[config.mk]
export PLATFORM = sky130hd
export DESIGN_NAME = hamming_ecc_gen
export DESIGN_NICKNAME = d
export VERILOG_FILES = /design/src/rtl/nand_ecc_pkg.sv /design/src/rtl/ecc_col_tap.sv /design/src/rtl/ecc_line_tap.sv /design/src/rtl/ecc_chunk_ctr.sv /design/src/rtl/hamming_ecc_gen.sv
export SDC_FILE = /design/constraint.sdc
export NUM_CORES = 1
export LEC_CHECK = 0
export BUFFER_PORTS_ARGS = -buffer_cell sky130_fd_sc_hd__buf_2
export CAP_MARGIN = 15
export CORE_AREA = 2 2 89 91
export DETAILED_ROUTE_END_ITERATION = 10
export DIE_AREA = 0 0 91 93
export SYNTH_ARGS = -nofsm -noshare
export SYNTH_HDL_FRONTEND = slang
export SYNTH_HIERARCHICAL = 1
export SYNTH_SLANG_ARGS = --single-unit
[constraint.sdc]
create_clock -name clk -period 2.45 [get_ports clk]
set_clock_uncertainty 0.1 [all_clocks]
set_input_delay 0.3675 -clock clk [delete_from_list [all_inputs] [get_ports clk]]
set_output_delay 0.3675 -clock clk [all_outputs]
set_load 0.05 [all_outputs]
[src/rtl/nand_ecc_pkg.sv]
package nand_ecc_pkg;
  localparam int COL_W   = 6;
  localparam int STORE_W = 24;
  localparam int SHIFT   = 2;
endpackage

[src/rtl/ecc_col_tap.sv]
module ecc_col_tap
  import nand_ecc_pkg::*;
(
  input  logic [7:0]       data,
  output logic [COL_W-1:0] col
);
  for (genvar j = 0; j < 3; j++) begin : g_pair
    logic [7:0] m_hi;
    always_comb begin
      for (int i = 0; i < 8; i++) m_hi[i] = ((i >> j) & 1) == 1;
    end
    assign col[2*j]   = ^(data & ~m_hi);
    assign col[2*j+1] = ^(data &  m_hi);
  end
endmodule

[src/rtl/ecc_line_tap.sv]
module ecc_line_tap #(
  parameter int ADDR_W = 8,
  localparam int LINE_W = 2 * ADDR_W
) (
  input  logic [ADDR_W-1:0] offset,
  input  logic              byte_par,
  output logic [LINE_W-1:0] line
);
  for (genvar k = 0; k < ADDR_W; k++) begin : g_bit
    assign line[2*k]   = byte_par & ~offset[k];
    assign line[2*k+1] = byte_par &  offset[k];
  end
endmodule

[src/rtl/ecc_chunk_ctr.sv]
module ecc_chunk_ctr #(
  parameter int CHUNK_BYTES = 256,
  localparam int ADDR_W = $clog2(CHUNK_BYTES)
) (
  input  logic              clk,
  input  logic              rst_n,
  input  logic              clear,
  input  logic              step,
  output logic [ADDR_W-1:0] offset,
  output logic              at_last
);
  localparam logic [ADDR_W-1:0] LAST = ADDR_W'(CHUNK_BYTES - 1);

  assign at_last = (offset == LAST);

  always_ff @(posedge clk or negedge rst_n) begin
    if (!rst_n)      offset <= '0;
    else if (clear)  offset <= '0;
    else if (step)   offset <= at_last ? '0 : offset + 1'b1;
  end

  AST_CLEAR_OFFSET: assert property (@(posedge clk) disable iff (!rst_n)
    clear |=> offset == '0);
  AST_STEP_ADV: assert property (@(posedge clk) disable iff (!rst_n)
    (step && !clear && !at_last) |=> offset == $past(offset) + 1'b1);
endmodule

[src/rtl/hamming_ecc_gen.sv]
module hamming_ecc_gen
  import nand_ecc_pkg::*;
#(
  parameter int CHUNK_BYTES = 256,
  localparam int ADDR_W = $clog2(CHUNK_BYTES),
  localparam int LINE_W = 2 * ADDR_W,
  localparam int WORD_W = LINE_W + COL_W
) (
  input  logic              clk,
  input  logic              rst_n,
  input  logic              cfg_ecc_en,
  input  logic              cfg_ecc_stream,
  input  logic              ecc_clear,
  input  logic              s_valid,
  input  logic              s_ready,
  input  logic [7:0]        s_data,
  output logic [WORD_W-1:0] ecc_word,
  output logic              ecc_done,
  output logic [7:0]        spare_b0,
  output logic [7:0]        spare_b1,
  output logic [7:0]        spare_b2
);
  logic              take, last_take, at_last;
  logic [ADDR_W-1:0] offset;
  logic [COL_W-1:0]  col_c;
  logic [LINE_W-1:0] line_c;
  logic [WORD_W-1:0] acc, acc_next;
  logic [STORE_W-1:0] stored;

  assign take      = s_valid & s_ready & cfg_ecc_en & cfg_ecc_stream & ~ecc_clear;
  assign last_take = take & at_last;

  ecc_chunk_ctr #(.CHUNK_BYTES(CHUNK_BYTES)) u_ctr (
    .clk(clk), .rst_n(rst_n), .clear(ecc_clear), .step(take),
    .offset(offset), .at_last(at_last)
  );

  ecc_col_tap u_col (.data(s_data), .col(col_c));

  ecc_line_tap #(.ADDR_W(ADDR_W)) u_line (
    .offset(offset), .byte_par(^s_data), .line(line_c)
  );

  assign acc_next = acc ^ {line_c, col_c};

  always_ff @(posedge clk or negedge rst_n) begin
    if (!rst_n) begin
      acc      <= '0;
      ecc_word <= '0;
      ecc_done <= 1'b0;
    end else begin
      ecc_done <= last_take;
      if (ecc_clear) begin
        acc <= '0;
      end else if (take) begin
        if (at_last) begin
          acc      <= '0;
          ecc_word <= acc_next;
        end else begin
          acc <= acc_next;
        end
      end
    end
  end

  assign stored   = ~(STORE_W'(ecc_word) << SHIFT);
  assign spare_b0 = stored[23:16];
  assign spare_b1 = stored[15:8];
  assign spare_b2 = stored[7:0];

  AST_DONE_PULSE: assert property (@(posedge clk) disable iff (!rst_n)
    ecc_done |=> !ecc_done);
  AST_WORD_HOLD: assert property (@(posedge clk) disable iff (!rst_n)
    !last_take |=> $stable(ecc_word));
  AST_RESTART_ZERO: assert property (@(posedge clk) disable iff (!rst_n)
    ecc_done |-> acc == '0);
  AST_IGNORE_IDLE: assert property (@(posedge clk) disable iff (!rst_n)
    (!take && !ecc_clear) |=> $stable(acc));
  AST_CLEAR_NO_DONE: assert property (@(posedge clk) disable iff (!rst_n)
    ecc_clear |=> !ecc_done);
  AST_STORE_TAIL: assert property (@(posedge clk) disable iff (!rst_n)
    spare_b2[1:0] == 2'b11);
endmodule

Yosys cells after proc, flatten, opt, wreduce, memory -nomap -nowiden:

Cells that the tools add are included.

* register bits: 53
* output and inout port bits: 47
* word-level logic and storage cells: 53

* add/sub/neg operators: 1
* equality and inequality tests: 1
* muxes and demuxes: 6
* bitwise gates (word level): 32
* reductions and logical operators: 9

Operators with widths (number)
* 22-bit 2-to-1 mux: 3
* 8-bit parity: 7
* 8-bit 2-to-1 mux: 3
* 24-bit NOT: 1
* 22-bit XOR: 1
* 1-bit AND: 21
* 1-bit NOT: 9
* 8-bit by 1-bit adder with 8-bit output, second input constant: 1
* 8-bit == test, second input constant: 1
* 3-bit AND reduction: 1
* 2-bit nonzero test: 1

Depth between registers and ports, before layout:

* depth in word-level cells: 6
* depth in mapped cells: 7

Modules after synthesis:

The synthesis kept the hierarchy.

Modules (own cells, without submodules)
* hamming_ecc_gen: times used 1, cells an instance 201, area an instance 2254.7 µm²
* ecc_chunk_ctr: times used 1, cells an instance 46, area an instance 434.2 µm²
* ecc_col_tap: times used 1, cells an instance 14, area an instance 137.6 µm²
* ecc_line_tap: times used 1, cells an instance 17, area an instance 110.1 µm²

Least setup slack after synthesis:

No wires, ideal clock.

* path kind: register -> register
* start point: register u_ctr.offset[0]
* end point: register ecc_word[10]
* arrival time: 1.692 ns
* data required time: 2.265 ns
* path slack: 0.574 ns
* cell stages (with the launch flop): 7
* period minus slack after synthesis: 1.876 ns
* path through: dfrtp_1 ha_1 nand2_1 nor3_1 nor3b_4 buf_8 mux2i_1

* word-level cells in the longest chain between the ends: 2

RTL lines
* from (decl): line ecc_chunk_ctr.sv:9 `output logic [ADDR_W-1:0] offset,`
* from (signal assigned): line ecc_chunk_ctr.sv:19 `else if (step) offset <= at_last ? '0 : offset + 1'b1;`
* 8-bit == test: line ecc_chunk_ctr.sv:14 `assign at_last = (offset == LAST);`
* named net at_last: line hamming_ecc_gen.sv:23 `logic take, last_take, at_last;`
* 3-bit AND reduction (no line)
* to (signal assigned): line hamming_ecc_gen.sv:58 `ecc_word <= acc_next;`
* to (decl): line hamming_ecc_gen.sv:17 `output logic [WORD_W-1:0] ecc_word,`

The timed path passes the listed nets, and every way through them passes these cells.
A chain may end at the register's enable or synchronous reset.

Final worst setup path:

* start point: register u_ctr.offset[0]
* end point: register acc[18]

* word-level cells in the longest chain between the ends: 4

RTL lines
* 8-bit == test: line ecc_chunk_ctr.sv:14
* named net at_last: line hamming_ecc_gen.sv:23
* 22-bit 2-to-1 mux: line hamming_ecc_gen.sv:56 `if (at_last) begin`
* 22-bit 2-to-1 mux: line hamming_ecc_gen.sv:55 `end else if (take) begin`
* 22-bit 2-to-1 mux: line hamming_ecc_gen.sv:53 `if (ecc_clear) begin`
* to (signal assigned): line hamming_ecc_gen.sv:60 `acc <= acc_next;`
* to (decl): line hamming_ecc_gen.sv:27 `logic [WORD_W-1:0] acc, acc_next;`

The timed path passes the listed nets, and every way through them passes these cells. The select of a mux whose other input is x is not followed.

==> impl_metrics.json <==
{
  "synth_common_cells": "dfrtp_1 (53), xnor2_1 (38), inv_1 (24), nand2b_1 (24), o21ai_0 (24)",
  "ios": 62,
  "worst_path_most_repeated_cell": "or2_1",
  "viasPerCell": 4.79,
  "track_usage": 0.144,
  "start_kind": "flip-flop",
  "synth_edf_count": 0,
  "yosysWarningCount": 6,
  "synth_area_mm2": 0.00294,
  "finalHoldViolations": 0,
  "avgSynthCellArea_um2": 10.6,
  "synth_seq_cells": 53,
  "worstSetupPathType": "reg -> reg",
  "gr-usage-met1": 0.190,
  "critPathBufInv": 1,
  "cts_tree": "done",
  "r2r_slack_ns": 0.26,
  "relSlewSlack": 0.332,
  "hold_depth": 2,
  "max_freq_mhz": 457,
  "start_util": 0.390,
  "grt_busiest_layer": "met2",
  "use_met3": 0.0322,
  "grt_first_pass_wirelength_um": 9850,
  "end_kind": "flip-flop",
  "min_path_type": "in -> reg",
  "numCtsBuffers": 5,
  "worstReg2RegEnd": "acc[18]",
  "fin_setup_tns_ns": 0,
  "synthArstFlopShare": 1.00,
  "wl_um": 5690,
  "cts.sink_count": 53,
  "gp_congestion": 0.815,
  "cp.depth": 7,
  "fp.dieH_um": 93,
  "dieWidth_um": 91,
  "root_buffer": "clkbuf_8",
  "finalCritPeriodShare": 0.894,
  "reg2reg_depth": 7,
  "whs_endpoint": "u_ctr/offset[1]",
  "rsz0062_at_grt": "no",
  "powerDensity_mw_per_mm2": 547,
  "outcome": "finished clean",
  "ys_seq_area_frac": 0.452,
  "vdd_ir_drop_max_uv": 289,
  "first_global_vias": 2129,
  "slew_violations": 0,
  "post-cts-setup-buffers": 0,
  "num_vias": 2175,
  "syn_inst": 278,
  "drv_cap": 0,
  "yosysMostFrequentCell": "dfrtp_1",
  "num_rows": 32,
  "clk_latency_ns": 0.30,
  "drt-initial-drc-count": 64,
  "clk_pin_slew_ns": 0.10,
  "synth_top_flop_cell": "dfrtp_1",
  "fin_nets": 367,
  "cp.required_ns": 2.54,
  "worstPathCellList": "ha_1, nand2_1, nor3_1, or2_1, or2_1, buf_4, o2bb2ai_1",
  "grt_remaining_overflow": 0,
  "met2_usage": 0.232,
  "synth_top_area_frac": 0.452,
  "route.detailed.drc": 0,
  "worstReg2RegStart": "u_ctr/offset[0]",
  "worstPathMaxFanout": 13,
  "place_area_mm2": 0.00343,
  "worstMarginPinSlew_ns": 0.995,
  "setup_viol_count_final": 0,
  "arrival_ns": 2.28,
  "design_area_mm2": 0.00356,
  "critPathMaxStageDelay_ns": 0.46,
  "die-area_mm2": 0.00846,
  "core-area_mm2": 0.00753,
  "h-tree-depth": 2,
  "synthTopCellsByArea": "dfrtp_1 (45%), xnor2_1 (11%), mux2i_1 (7.8%)",
  "synth_top_cell_by_area": "dfrtp_1",
  "dp_hpwl_um": 4030,
  "clockBufferDepth": 2,
  "grt_max_degree": 28,
  "layout-drive-gt1-share": 0.256,
  "antenna_found_initial": 0,
  "wl_per_cell_um": 12.5,
  "leakagePower_nw": 1.57,
  "numPortBuffers": 59,
  "worst_path_max_delay_cell": "dfrtp_1",
  "ys_types": 36,
  "fin_crit_ns": 2.19,
  "cp_top_family": "simple AND/OR/NAND/NOR gates",
  "first_pass_iters": 6,
  "hp-start": "ecc_clear",
  "ant_nets": 0,
  "diodes": 0,
  "area_growth_pct": 21.3
}
==> layout make-up <==
class	instances	area [um2]
Clock buffer	7	86.3
Clock inverter	1	30.0
Fill cell	774	3970
Inverter	24	90.1
Multi-Input combinational cell	189	1440
Sequential cell	53	1330
Tap cell	102	128
Timing Repair Buffer	78	465
==> logic make-up (layout without fill, tap and decap cells) <==
group,Yosys count,in the layout,share of synthesized area
AOI/OAI and AO/OA,54,54,0.127
xor gates and xnor gates,45,45,0.139
adders and majority gates,1,1,0.00426
buffers and inverters,37,110,0.0609
DFF,53,53,0.452
muxes,23,23,0.0784
other,1,2,0.00128
and+or+nand+nor,64,64,0.137
==> how the worst max path moves through the flow <==
| stage | startpoint | to | slack [ns] |
|---|---|---|---|
| final | u_ctr/offset[0] | acc[18] | 0.26 |
| after global routing | u_ctr/offset[0] | ecc_word[1] | 0.07 |
| after CTS | u_ctr/offset[0] | acc[18] | 0.26 |
| after detailed placement | s_data[7] | acc[17] | -0.04 |
| after global placement | s_data[7] | ecc_word[15] | -0.03 |
| after floorplan | u_ctr/offset[0] | ecc_word[10] | 0.57 |
==> what timing repair did <==
item,CTS,global route
hold buffers,1,0
resized for setup,0,0
hold endpoints to repair,2,0
==> state kept, by name, indices dropped and copies added, names as in the netlist <==
signal / flops
u_ctr/offset: 8
ecc_done: 1
ecc_word: 22
acc: 22
==> metal layers <==
| metal | share of wire | vias to the layer above | wire length (um) |
|---|---|---|---|
| li1 | - | 1076 | - |
| met1 | 0.48 | 1034 | 2710 |
| met2 | 0.46 | 57 | 2600 |
| met3 | 0.047 | 8 | 269 |
| met4 | 0.018 | 0 | 104 |
| met5 | 0 | - | 0 |
==> placed cells by master (no fill, tap or decap), types with 3 or more instances in the layout <==
master,count
buf_2,59
dfrtp_1,53
xnor2_1,38
inv_1,24
o21ai_0,24
nand2b_1,24
mux2i_1,23
o2bb2ai_1,22
buf_4,16
and2_1,8
clkbuf_8,6
nor2b_1,6
xor2_1,5
nor2_1,4
or3_1,4
nand2_1,3
nand3_1,3
==> through the flow <==
stage / total power, W / cells / util / hold WS [ns] / setup slack [ns]
floorplan: 0.00123 / 279 / - / -0.0281 / 0.574
global placement: 0.00135 / 445 / 0.456 / 0.335 / -0.0324
detailed placement: 0.00136 / 445 / 0.456 / 0.333 / -0.0354
CTS: 0.00198 / 454 / 0.473 / 0.315 / 0.259
global route: 0.00208 / 454 / 0.473 / 0.308 / 0.0704
finish: 0.00195 / 454 / 0.473 / 0.322 / 0.260
==> where the power goes <==
part	switching, W	leakage, nW	total (W)	internal (W)
clock	0.000280	0.0585	0.000614	0.000334
sequential	0.0000152	0.623	0.000904	0.000889
combinational	0.000227	0.885	0.000429	0.000203
(Power assumes the default switching activity.)
